[src/rtl/irq_lvl_pkg.sv]
package irq_lvl_pkg;
   // Map a source index onto its level column; the top column is shared.
   function automatic int col_of(input int src, input int cols);
      return (src < cols - 1) ? src : cols - 1;
   endfunction
endpackage

[src/rtl/irq_lvl_planes.sv]
module irq_lvl_planes #(
   parameter int COLS  = 8,
   parameter int LVL_W = 3,
   parameter int AW    = 2
) (
   input  logic                           clk,
   input  logic                           rst_n,
   input  logic                           wr_en,
   input  logic [AW-1:0]                  wr_addr,
   input  logic [COLS-1:0]                wr_data,
   output logic [LVL_W-1:0][COLS-1:0]     planes
);
   genvar p;
   generate
      for (p = 0; p < LVL_W; p++) begin : g_plane
         always_ff @(posedge clk or negedge rst_n) begin
            if (!rst_n)
               planes[p] <= '0;
            else if (wr_en && (wr_addr == AW'(p)))
               planes[p] <= wr_data;
         end
      end
   endgenerate
endmodule

[src/rtl/irq_lvl_map.sv]
module irq_lvl_map #(
   parameter int NUM_SRC = 11,
   parameter int COLS    = 8,
   parameter int LVL_W   = 3
) (
   input  logic [LVL_W-1:0][COLS-1:0]     planes,
   input  logic [NUM_SRC-1:0]             req_vec,
   output logic [NUM_SRC-1:0][LVL_W-1:0]  src_lvl
);
   import irq_lvl_pkg::*;
   genvar k, b;
   generate
      for (k = 0; k < NUM_SRC; k++) begin : g_src
         localparam int C = col_of(k, COLS);
         logic [LVL_W-1:0] code;
         for (b = 0; b < LVL_W; b++) begin : g_bit
            assign code[b] = planes[b][C];
         end
         assign src_lvl[k] = req_vec[k] ? code : '0;
      end
   endgenerate
endmodule

[src/rtl/irq_lvl_max.sv]
module irq_lvl_max #(
   parameter int NUM_SRC = 11,
   parameter int LVL_W   = 3,
   parameter bit REG_OUT = 1'b1
) (
   input  logic                           clk,
   input  logic                           rst_n,
   input  logic [NUM_SRC-1:0][LVL_W-1:0]  src_lvl,
   output logic [LVL_W-1:0]               level
);
   logic [LVL_W-1:0] mx;
   always_comb begin
      mx = '0;
      for (int i = 0; i < NUM_SRC; i++)
         if (src_lvl[i] > mx) mx = src_lvl[i];
   end

   generate
      if (REG_OUT) begin : g_reg
         always_ff @(posedge clk or negedge rst_n) begin
            if (!rst_n) level <= '0;
            else        level <= mx;
         end
      end else begin : g_comb
         assign level = mx;
      end
   endgenerate
endmodule

[src/rtl/irq_lvl_enc.sv]
module irq_lvl_enc #(
   parameter int NUM_SRC = 11,
   parameter int COLS    = 8,
   parameter int LVL_W   = 3,
   parameter bit REG_OUT = 1'b1,
   localparam int AW     = (LVL_W > 1) ? $clog2(LVL_W) : 1
) (
   input  logic               clk,
   input  logic               rst_n,
   input  logic               wr_en,
   input  logic [AW-1:0]      wr_addr,
   input  logic [COLS-1:0]    wr_data,
   input  logic [NUM_SRC-1:0] req_vec,
   output logic [LVL_W-1:0]   level
);
   generate
      if (COLS < 1 || NUM_SRC < COLS) begin : g_bad_cols
         $error("irq_lvl_enc: NUM_SRC must be at least COLS and COLS at least 1");
      end
      if (LVL_W < 1) begin : g_bad_w
         $error("irq_lvl_enc: LVL_W must be at least 1");
      end
   endgenerate

   logic [LVL_W-1:0][COLS-1:0]    planes_q;
   logic [NUM_SRC-1:0][LVL_W-1:0] src_lvl;

   irq_lvl_planes #(.COLS(COLS), .LVL_W(LVL_W), .AW(AW)) u_planes (
      .clk(clk), .rst_n(rst_n), .wr_en(wr_en), .wr_addr(wr_addr),
      .wr_data(wr_data), .planes(planes_q)
   );

   irq_lvl_map #(.NUM_SRC(NUM_SRC), .COLS(COLS), .LVL_W(LVL_W)) u_map (
      .planes(planes_q), .req_vec(req_vec), .src_lvl(src_lvl)
   );

   irq_lvl_max #(.NUM_SRC(NUM_SRC), .LVL_W(LVL_W), .REG_OUT(REG_OUT)) u_max (
      .clk(clk), .rst_n(rst_n), .src_lvl(src_lvl), .level(level)
   );
endmodule

[config.mk]
export PLATFORM = sky130hd
export DESIGN_NAME = irq_lvl_enc
export DESIGN_NICKNAME = d
export VERILOG_FILES = /design/src/rtl/irq_lvl_pkg.sv /design/src/rtl/irq_lvl_planes.sv /design/src/rtl/irq_lvl_map.sv /design/src/rtl/irq_lvl_max.sv /design/src/rtl/irq_lvl_enc.sv
export SDC_FILE = /design/constraint.sdc
export NUM_CORES = 1
export LEC_CHECK = 0
export ABC_AREA = 1
export ABC_CLOCK_PERIOD_IN_PS = 10800
export BUFFER_PORTS_ARGS = -buffer_cell sky130_fd_sc_hd__buf_2
export CORE_ASPECT_RATIO = 2
export CORE_MARGIN = 2
export CORE_UTILIZATION = 43
export DETAILED_ROUTE_END_ITERATION = 7
export GPL_TIMING_DRIVEN = 0
export HOLD_SLACK_MARGIN = 0.05
export REMOVE_ABC_BUFFERS = 1
export SLEW_MARGIN = 20
export SYNTH_ARGS = -nofsm -noshare
export SYNTH_HDL_FRONTEND = slang
export SYNTH_SLANG_ARGS = --single-unit
[constraint.sdc]
create_clock -name clk -period 10.8 [get_ports clk]
set_input_delay 2.16 -clock clk [delete_from_list [all_inputs] [get_ports clk]]
set_output_delay 2.16 -clock clk [all_outputs]
set_load 0.01 [all_outputs]
==> After elaboration in Yosys (flattened, before gate mapping) <==
Index checks and enable logic that the tools add are counted.
{ "totals": {"in_bits": 24, "word_cells": 43, "out_inout_bits": 3, "register_bits": 27} }
{ "classes": {"eq_ne": 2, "n_lt_le_gt_ge": 11, "mux": 22, "reduce_logical": 4} }
{ "op_table": {"columns": ["op", "n"], "rows": [
  ["$mux 3", 22],
  ["$gt 3x3->1", 10],
  ["$gt 3x1->1 const B", 1],
  ["$logic_and 1x1->1", 3],
  ["$eq 2x1->1 const B", 1],
  ["$eq 2x2->1 const B", 1],
  ["$logic_not 2->1", 1]
]} }

==> Longest topological paths before layout <==
Gate-level depths: netlist of the first run.
{ "depth": {"depth_word": 23, "mapped_depth": 82, "ltp_nobuf": 82} }

==> Hierarchy <==
A second synthesis of the first run with hierarchy kept.
{ "hier_totals": {"hier_cells": 393, "hier_area_um2": 2707.6} }
{ "by_module_without_submodules": {"columns": ["module", "cells_each", "area_each_um2", "seq_area_each_um2", "instances"], "rows": [
  ["irq_lvl_max", 220, 1408.9, 75.1, 1],
  ["irq_lvl_planes", 107, 1051.0, 600.6, 1],
  ["irq_lvl_map", 66, 247.7, 0.0, 1]
]} }

==> Least setup slack after synthesis of the first run <==
Ideal clock, no wire load.
{ "synth_path": {"path_type": "input port to flip-flop", "from": "input req_vec[1]", "to": "register u_max.level[0]", "required_ps": 10682, "arrival_time_ps": 11175, "slack_ps": -494, "stages": 74, "n_path_buf": 0, "setup_time_ps": 118, "cell_sequence": "nand2_1 > inv_1 > ha_1 > a21oi_2 > nand2_2 > nand2_2 > nand2_1 > ha_1 > a21oi_2 > o21ai_4 > nand3b_4 > nand2_1 > inv_1 > ha_1 > a21oi_1 > o21ai_2 > nand2_1 > inv_1 > (+38 left out) > a31oi_1 > inv_1 > nand3_2 > and2_1 > ha_1 > a31oi_1 > nand2_1 > inv_1 > a31oi_1 > inv_1 > nand3_2 > and2_1 > ha_1 > inv_1 > o21ai_0 > inv_1 > nand3_1 > nand2_1"} }
{ "synth_via": {"elab_chain_cells": 21} }
{ "synth_lines": {"columns": ["item", "line", "rtl"], "rows": [
  ["from (decl)", "irq_lvl_enc.sv:13", "input logic [NUM_SRC-1:0] req_vec,"],
  ["$mux 3 *", "irq_lvl_map.sv:19", "assign src_lvl[k] = req_vec[k] ? code : '0;"],
  ["$gt 3x3->1", "irq_lvl_max.sv:15", "if (src_lvl[i] > mx) mx = src_lvl[i];"],
  ["$mux 3 *", "irq_lvl_max.sv:15", null],
  ["$gt 3x3->1", "irq_lvl_max.sv:15", null],
  ["$mux 3 *", "irq_lvl_max.sv:15", null],
  ["$gt 3x3->1", "irq_lvl_max.sv:15", null],
  ["$mux 3 *", "irq_lvl_max.sv:15", null],
  ["$gt 3x3->1", "irq_lvl_max.sv:15", null],
  ["(+6 left out)", null, null],
  ["$mux 3 *", "irq_lvl_max.sv:15", null],
  ["$gt 3x3->1", "irq_lvl_max.sv:15", null],
  ["$mux 3 *", "irq_lvl_max.sv:15", null],
  ["$gt 3x3->1", "irq_lvl_max.sv:15", null],
  ["$mux 3 *", "irq_lvl_max.sv:15", null],
  ["$gt 3x3->1", "irq_lvl_max.sv:15", null],
  ["$mux 3 *", "irq_lvl_max.sv:15", null],
  ["net u_max.mx[0]", "irq_lvl_max.sv:11", "logic [LVL_W-1:0] mx;"],
  ["to (signal assigned)", "irq_lvl_max.sv:22", "else level <= mx;"],
  ["to (decl)", "irq_lvl_max.sv:9", "output logic [LVL_W-1:0] level"]
]} }
The timed path passes the listed nets; every way through them passes the cells marked *.
A chain may end at the register's enable or synchronous reset.

==> Worst setup path in the final report of the first run <==
Ends and elaborated chain as after synthesis.

==> flow_metrics.py, run 1 <==
metrics = {
    "logic_synthesis": {
        "ys_seq_area_share_pct": 27.52,
        "ys_seq_elements": 27,
        "synth_cell_type_count": 23,
        "syn_inst": 337,
        "synth_area_um2": 2455,
        "avgSynthCellArea_um2": 7.284,
        "ys.warnings.count": 0,
    },
    "place": {
        "hpwl_um": 3883,
        "placedCellCount": 421,
        "io_buffers": 26,
        "placedInstanceArea_um2": 2650,
        "place_congestion": 0.7383,
    },
    "layout": {
        "drive_gt1_share_pct": 56.93,
        "final_cells": 472,
        "final_common_cell": "nand2_1",
        "area_growth_pct": 63.91,
        "n_antenna_cell": 0,
        "nets": 466,
        "final_area_um2": 4024,
        "final_cell_mix": "nand2_1, buf_4, inv_1",
    },
    "detailed_routing": {
        "avgRoutedWirePerCell_um": 14.38,
        "ant_nets": 0,
        "avgViaCountPerCell": 5.102,
        "drtPass1Iterations": 4,
        "drc": 0,
        "wl_um": 6786,
        "drt_iter0_markers": 101,
        "vias": 2408,
    },
    "die": {
        "core_region_area_um2": 5612,
        "die_width_um": 57.43,
        "die_h_um": 110.9,
        "boundaryPins": 27,
        "dieArea_um2": 6366,
        "placementRows": 39,
        "initial_core_util_pct": 43.75,
    },
    "global_routing": {
        "grt_pass1_vias": 2364,
        "grt_util_all_layers_pct": 19.50,
        "overflow": 0,
        "grt_max_degree": 28,
        "grt_pass1_wl_um": 10240,
        "antenna_found_initial": 0,
    },
    "timing": {
        "fin_setup_tns_ns": -0.3476,
        "fin_ws_ns": -0.1409,
        "hold_viol": 0,
        "worst_pin_slew_ns": 0.5903,
        "drv_slew": 0,
        "worst_hold_slack_ns": 0.4911,
        "rsz0062_at_grt": "yes",
        "finalCriticalPeriod_ns": 10.94,
        "fmax_mhz": 91.40,
        "setup_viol": 3,
        "fin_crit_sh_pct": 101.3,
        "finClkSkew_ns": 0.002457,
        "slew_headroom_pct": 60.65,
    },
    "setup_path": {
        "crit_top_cell": "inv_2",
        "r2r_setup_slack_ns": 1.43,
        "max_stage_delay_ns": 0.28,
        "crit_type": "primary input to register",
        "slowest_stage": "ha_4",
        "critPathMaxFanout": 5,
        "r2r_end": "u_max.level[0]$_DFF_PN0_",
        "worst_setup_path_start_kind": "primary input",
        "required_ns": 11.00,
        "reg2reg_depth": 76,
        "worstPathArrival_ns": 11.14,
        "reg2reg_from": "u_planes.planes[17]$_DFFE_PN0P_",
        "cp-end-kind": "register",
    },
    "clock_tree": {
        "cts_tree": "yes",
        "numCtsBuffers": 3,
        "clock_latency_ns": 0.26,
        "cts_max_path_buffers": 2,
        "clk_pin_slew_ns": 0.07,
        "cts.sink_count": 27,
        "cts_max_level": 1,
        "clock-root-buffer": "clkbuf_16",
    },
    "run": {
        "drv_cap": 0,
    },
    "worst_hold_path": {
        "hold_end": "u_planes.planes[18]$_DFFE_PN0P_",
        "whs_path_depth": 2,
        "hold_path.startpoint": "u_planes.planes[18]$_DFFE_PN0P_",
        "hold_class": "register to register",
    },
    "run_status": {
        "outcome": "finished, violations left",
        "violations": "setup timing",
    },
}
[timing repair]
| action | CTS | global route |
|---|---|---|
| setup endpoints to repair | 3 | 3 |
| pin swaps | 47 | 76 |
| buffers inserted | 33 | 15 |
| hold buffers | 0 | 0 |
| gates cloned | 0 | 0 |
| resized for setup | 94 | 98 |
[routing by layer]
layer	share of wire (%)	global-route usage, %	up-vias
met4	1.5	4.186	0
met2	53	33.33	39
met3	2.0	1.750	11
met5	0	0	-
li1	-	-	1242
met1	43	26.21	1116
[Yosys cell counts]
master | n | area, um^2
a31oi_1 | 9 | 56.30
nand2_2 | 9 | 56.30
clkbuf_1 | 3 | 11.26
nand3b_4 | 1 | 20.02
nand3_1 | 17 | 85.08
bufinv_8 | 1 | 17.52
dfrtp_1 | 27 | 675.7
o21ai_0 | 26 | 130.1
ha_1 | 30 | 375.4
nand2_1 | 113 | 424.2
nand4_1 | 1 | 6.260
a21oi_1 | 2 | 10.01
o21ai_4 | 1 | 16.27
a21oi_2 | 2 | 17.52
o21ai_2 | 1 | 8.760
nand3_2 | 23 | 230.2
inv_2 | 1 | 3.750
and2_1 | 10 | 62.56
nor2_1 | 4 | 15.01
nand2_4 | 1 | 11.26
nand3b_2 | 1 | 11.26
and2_2 | 2 | 15.01
inv_1 | 52 | 195.2
[logic make-up after synthesis]
family,after synthesis,share of synthesized area [%]
buffers and inverters,57,9.276
AND/OR/NAND/NOR,182,38.17
adder cells (fa/ha/maj),30,15.29
flip-flops,27,27.52
AO/OA/AOI/OAI,41,9.735
[how the worst max path moves through the flow]
stage	start	slack (ns)	cells after the start	end
5_1_grt	req_vec[1]	-0.64	78	u_max.level[0]$_DFF_PN0_
4_1_cts	req_vec[0]	0.002	82	u_max.level[0]$_DFF_PN0_
3_5_place_dp	req_vec[1]	-1.56	75	u_max.level[0]$_DFF_PN0_
6_report	req_vec[1]	-0.14	77	u_max.level[0]$_DFF_PN0_
3_3_place_gp	req_vec[1]	-1.33	75	u_max.level[0]$_DFF_PN0_
2_1_floorplan	req_vec[1]	-0.49	74	u_max.level[0]$_DFF_PN0_
[flip-flops by register name, summed over array words and instances, names as in the netlist]
name	count
u_planes.planes	24
u_max.level	3
[area by class of cell]
| class | instances | area, um^2 |
|---|---|---|
| fill | 398 | 1588 |
| multi-input combinational | 253 | 2429 |
| clock inverter | 1 | 7.507 |
| clock buffer | 3 | 75.07 |
| tap | 61 | 76.32 |
| inverter | 54 | 222.7 |
| timing repair buffer | 73 | 538.0 |
| sequential | 27 | 675.6 |
[stage by stage]
| step | util, % | setup slack (ns) |
|---|---|---|
| detailed placement | 47.22 | -1.560 |
| global route | 71.71 | -0.6441 |
| global placement | 47.22 | -1.332 |
| floorplan | - | -0.4935 |
| finish | 71.71 | -0.1409 |
| CTS | 61.76 | 0.002426 |
[critical path, delay by kind of cell]
kind | cells | cell delay (ns)
compound gates | 14 | 1.96
fa+ha+maj | 10 | 2.44
buf+inv | 17 | 1.23
simple gates | 36 | 3.32
Power of run 1 is left out: the tool's default activity adds up to more than one toggle a clock period on the data nets, which glitch-free logic cannot reach.
==> run 2: changes to the inputs <==
--- a/config.mk
+++ b/config.mk
@@ -14,6 +14,7 @@
 export DETAILED_ROUTE_END_ITERATION = 7
 export GPL_TIMING_DRIVEN = 0
 export HOLD_SLACK_MARGIN = 0.05
+export PLACE_DENSITY = 0.74
 export REMOVE_ABC_BUFFERS = 1
 export SLEW_MARGIN = 20
 export SYNTH_ARGS = -nofsm -noshare
==> run 2 against run 1 <==
  * Non-clock buffer count down 1
  * Cell count is 0.21% lower
  * Clock skew down 0.00057 ns
  * The flow still finishes with violations (setup timing)
  * Setup slack worse by 0.20 ns
  * Die area unchanged
  * Highest routed layer unchanged
  * Via count grew 3.2%
  * Flip-flop and latch count is the same
  * Hold slack got worse by 0.0063 ns
==> flow_metrics.py, run 2 (synthesis results as in run 1) <==
metrics = {
    "worst_hold_path": {
        "hold_class": "register to register",
    },
    "setup_path": {
        "cp-end-kind": "register",
        "crit_type": "primary input to register",
        "r2r_end": "u_max.level[0]$_DFF_PN0_",
        "critPathMaxFanout": 5,
        "reg2reg_depth": 78,
        "worst_setup_path_start_kind": "primary input",
        "worstPathArrival_ns": 11.34,
        "crit_top_cell": "inv_2",
        "reg2reg_from": "u_planes.planes[17]$_DFFE_PN0P_",
        "r2r_setup_slack_ns": 1.24,
        "crit_path_end": "u_max.level[0]$_DFF_PN0_",
        "max_stage_delay_ns": 0.29,
        "slowest_stage": "ha_4",
        "startpoint": "req_vec[1]",
        "required_ns": 11.00,
    },
    "run_status": {
        "violations": "setup timing",
        "outcome": "finished, violations left",
    },
    "die": {
        "initial_core_util_pct": 43.75,
        "placementRows": 39,
        "die_h_um": 110.9,
        "boundaryPins": 27,
        "die_width_um": 57.43,
        "dieArea_um2": 6366,
        "core_region_area_um2": 5612,
    },
    "layout": {
        "largest_register": "u_planes.planes",
        "final_area_um2": 3895,
        "nets": 465,
        "final_cell_mix": "nand2_1, buf_4, inv_1",
        "largest_reg_flops": 24,
        "final_cells": 471,
        "n_antenna_cell": 0,
        "final_common_cell": "nand2_1",
        "reg_top3": "u_planes.planes (24), u_max.level (3)",
        "area_growth_pct": 58.66,
        "drive_gt1_share_pct": 54.63,
    },
    "timing": {
        "finalCriticalPeriod_ns": 11.14,
        "setup_viol": 3,
        "fmax_mhz": 89.74,
        "slew_headroom_pct": 60.64,
        "hold_viol": 0,
        "worst_hold_slack_ns": 0.4848,
        "fin_ws_ns": -0.3428,
        "drv_slew": 0,
        "finClkSkew_ns": 0.001890,
        "worst_pin_slew_ns": 0.5904,
        "rsz0062_at_grt": "yes",
        "fin_crit_sh_pct": 103.2,
    },
    "global_routing": {
        "grt_max_degree": 28,
        "overflow": 0,
        "grt_pass1_vias": 2373,
        "grt_pass1_wl_um": 10140,
        "antenna_found_initial": 0,
        "grt_util_all_layers_pct": 19.24,
    },
    "detailed_routing": {
        "drc": 0,
        "avgViaCountPerCell": 5.278,
        "wl_um": 7203,
        "drt_iter0_markers": 99,
        "ant_nets": 0,
        "avgRoutedWirePerCell_um": 15.29,
        "drtPass1Iterations": 4,
        "vias": 2486,
    },
    "clock_tree": {
        "cts_hold_buf": 0,
        "cts.sink_count": 27,
        "numCtsBuffers": 3,
        "clock_latency_ns": 0.26,
        "clock-root-buffer": "clkbuf_16",
        "cts_tree": "yes",
        "clk_pin_slew_ns": 0.06,
        "cts_max_path_buffers": 2,
        "cts_max_level": 1,
    },
    "place": {
        "placedInstanceArea_um2": 2650,
        "hpwl_um": 3716,
        "dp_slack_ns": -1.519,
        "io_buffers": 26,
        "placedCellCount": 421,
        "place_congestion": 0.8346,
    },
    "run": {
        "drv_cap": 0,
    },
}
[run 2: worst max-delay path: cells and delay by family]
family                     cells  cell delay (ns)
AOI/OAI and AO/OA             15             2.09
adders and majority gates     10             2.32
buffers and inverters         19             1.39
and+or+nand+nor               35             3.30
[run 2: stage by stage]
stage	utilization (%)	setup TNS, ns
after CTS	59.53	0
after floorplan	-	-1.453
after global routing	69.41	-2.466
after global placement	47.22	-4.214
final	69.41	-0.9824
after detailed placement	47.22	-4.545
[run 2: area by class of cell]
class | count | area [um^2]
Inverter | 54 | 212.7
Multi-Input combinational cell | 253 | 2328
Tap cell | 61 | 76.32
Timing Repair Buffer | 72 | 523.0
Sequential cell | 27 | 675.6
Fill cell | 358 | 1717
Clock buffer | 4 | 78.83
[run 2: how the worst min path moves through the flow]
stage	startpoint	endpoint	slack, ns	cells past startpoint
3_3_place_gp	u_planes.planes[19]$_DFFE_PN0P_	u_planes.planes[19]$_DFFE_PN0P_	0.47	2
6_report	u_planes.planes[21]$_DFFE_PN0P_	u_planes.planes[21]$_DFFE_PN0P_	0.48	2
3_5_place_dp	u_planes.planes[22]$_DFFE_PN0P_	u_planes.planes[22]$_DFFE_PN0P_	0.47	2
5_1_grt	u_planes.planes[1]$_DFFE_PN0P_	u_planes.planes[1]$_DFFE_PN0P_	0.53	2
4_1_cts	u_planes.planes[22]$_DFFE_PN0P_	u_planes.planes[22]$_DFFE_PN0P_	0.49	2
2_1_floorplan	u_planes.planes[0]$_DFFE_PN0P_	u_planes.planes[0]$_DFFE_PN0P_	0.45	2
[run 2: timing repair]
action / 4_1_cts / 5_1_grt
pin swaps: 39 / 69
buffers inserted: 30 / 16
cloned: 0 / 0
gates resized for setup: 71 / 97
setup endpoints to repair: 3 / 3
[run 2: layer usage]
layer | GRT usage, % | up-vias | share of wire (%)
met2 | 33.18 | 47 | 55
li1 | - | 1238 | -
met5 | 0 | - | 0
met1 | 25.43 | 1185 | 41
met3 | 1.167 | 16 | 2.4
met4 | 5.116 | 0 | 1.8
Power of run 2 is left out for the same reason.
==> run 3: changes to the inputs <==
--- a/config.mk
+++ b/config.mk
@@ -9,12 +9,10 @@
 export ABC_CLOCK_PERIOD_IN_PS = 10800
 export BUFFER_PORTS_ARGS = -buffer_cell sky130_fd_sc_hd__buf_2
 export CORE_ASPECT_RATIO = 2
-export CORE_MARGIN = 2
 export CORE_UTILIZATION = 43
 export DETAILED_ROUTE_END_ITERATION = 7
 export GPL_TIMING_DRIVEN = 0
 export HOLD_SLACK_MARGIN = 0.05
-export PLACE_DENSITY = 0.74
 export REMOVE_ABC_BUFFERS = 1
 export SLEW_MARGIN = 20
 export SYNTH_ARGS = -nofsm -noshare
==> run 3 against run 2 <==
  * The run still ends with setup timing left
  * Routed wire length grew 10%
  * Register-to-register slack gained 0.12 ns
  * Die area shrank 5.2%
  * Flip-flop and latch count is the same
  * Clock-buffer cell count shrank 1
  * Utilization grew 5.2 points
  * Hold slack gained 0.020 ns
  * Cell count grew 3.8%
  * Via count grew 5.7%
  * Non-clock buffer count grew 19
  * Highest routed layer unchanged
==> flow_metrics.py, run 3 (synthesis results as in run 1) <==
metrics = {
    "detailed_routing": {
        "avgRoutedWirePerCell_um": 16.24,
        "drc": 0,
        "avgViaCountPerCell": 5.372,
        "vias": 2627,
        "ant_nets": 0,
        "drtPass1Iterations": 4,
        "wl_um": 7941,
        "drt_iter0_markers": 84,
    },
    "die": {
        "boundaryPins": 27,
        "dieArea_um2": 6033,
        "initial_core_util_pct": 44.90,
        "core_region_area_um2": 5468,
        "die_width_um": 55.43,
        "placementRows": 38,
        "die_h_um": 108.9,
    },
    "setup_path": {
        "reg2reg_from": "u_planes.planes[17]$_DFFE_PN0P_",
        "slowest_stage": "ha_4",
        "crit_top_cell": "inv_2",
        "max_stage_delay_ns": 0.29,
        "required_ns": 10.97,
        "r2r_end": "u_max.level[2]$_DFF_PN0_",
        "crit_type": "primary input to register",
        "cp-end-kind": "register",
        "r2r_setup_slack_ns": 1.36,
        "critPathMaxFanout": 5,
        "worst_setup_path_start_kind": "primary input",
        "reg2reg_depth": 76,
        "worstPathArrival_ns": 11.16,
    },
    "global_routing": {
        "overflow": 0,
        "grt_max_degree": 28,
        "grt_pass1_vias": 2627,
        "grt_pass1_wl_um": 11160,
        "grt_util_all_layers_pct": 23.54,
        "antenna_found_initial": 0,
    },
    "place": {
        "place_congestion": 0.8053,
        "hpwl_um": 4462,
        "dp_slack_ns": -1.696,
        "io_buffers": 26,
    },
    "layout": {
        "final_cell_mix": "nand2_1, buf_4, inv_1",
        "largest_register": "u_planes.planes",
        "fill_cells": 383,
        "area_growth_pct": 66.21,
        "reg_top3": "u_planes.planes (24), u_max.level (3)",
        "drive_gt1_share_pct": 58.04,
        "largest_reg_flops": 24,
        "final_common_cell": "nand2_1",
        "nets": 484,
        "n_antenna_cell": 0,
    },
    "timing": {
        "finClkSkew_ns": 0.002753,
        "rsz0062_at_grt": "yes",
        "finalCriticalPeriod_ns": 10.98,
        "setup_viol": 3,
        "fin_setup_tns_ns": -0.5349,
        "worst_pin_slew_ns": 0.6360,
        "hold_viol": 0,
        "fin_crit_sh_pct": 101.7,
        "slew_headroom_pct": 57.48,
        "fin_ws_ns": -0.1810,
        "drv_slew": 0,
        "fmax_mhz": 91.07,
    },
    "run_status": {
        "violations": "setup timing",
        "outcome": "finished, violations left",
    },
    "clock_tree": {
        "numCtsBuffers": 3,
        "clock-root-buffer": "clkbuf_8",
        "clk_pin_slew_ns": 0.09,
        "cts_max_level": 1,
        "cts_tree": "yes",
        "clock_latency_ns": 0.27,
        "cts_max_path_buffers": 2,
        "cts_hold_buf": 0,
        "cts.sink_count": 27,
    },
    "run": {
        "drv_cap": 0,
    },
    "worst_hold_path": {
        "hold_path.startpoint": "u_planes.planes[22]$_DFFE_PN0P_",
        "hold_end": "u_planes.planes[22]$_DFFE_PN0P_",
        "whs_path_depth": 2,
        "hold_class": "register to register",
    },
}
==> run 3: worst max-delay path: cells and delay by family <==
| family | cells | cell delay, ns |
|---|---|---|
| compound gates | 15 | 2.15 |
| buf+inv | 18 | 1.36 |
| fa+ha+maj | 10 | 2.13 |
| simple gates | 34 | 3.31 |
==> run 3: metal layers <==
layer / part of all wire [%] / track usage (%) / wire (um) / up-vias
li1: - / - / - / 1277
met2: 60 / 50.17 / 4782 / 64
met1: 34 / 21.46 / 2667 / 1263
met3: 2.0 / 0.9490 / 155 / 23
met5: 0 / 0 / 0 / -
met4: 4.2 / 11.96 / 335 / 0
==> run 3: worst max path at each step <==
stage,start,endpoint,slack (ns),depth (start not counted)
floorplan,req_vec[1],u_max.level[0]$_DFF_PN0_,-0.49,74
global placement,req_vec[1],u_max.level[0]$_DFF_PN0_,-1.54,75
detailed placement,req_vec[1],u_max.level[0]$_DFF_PN0_,-1.70,75
CTS,req_vec[1],u_max.level[0]$_DFF_PN0_,0.004,80
global route,req_vec[1],u_max.level[0]$_DFF_PN0_,-0.50,78
finish,req_vec[1],u_max.level[2]$_DFF_PN0_,-0.18,77
==> run 3: stage by stage <==
step	std cells	util, %	area (um^2)	hold slack [ns]
6_report	489	74.62	4080	0.5051
5_1_grt	489	74.62	4080	0.5267
4_1_cts	470	64.71	3538	0.4986
3_5_place_dp	420	48.44	2649	0.4747
3_3_place_gp	420	48.44	2649	0.4687
2_1_floorplan	334	-	2444	0.4534
==> run 3: layout make-up <==
class,count,area [um^2],area share [%]
clock inverters,1,5.005,0.1227
flip-flops and latches,27,675.6,16.56
well taps,60,75.07,1.840
inverters,54,215.2,5.274
repair buffers,91,676.9,16.59
multi-input cells,253,2391,58.60
clock buffers,3,41.29,1.012
==> run 3: repair_timing <==
| action | in CTS | in global routing |
|---|---|---|
| resized for setup | 104 | 78 |
| buffers inserted | 46 | 19 |
| endpoints found under the setup margin | 3 | 3 |
| pin swaps | 55 | 58 |
Power of run 3 is left out for the same reason.
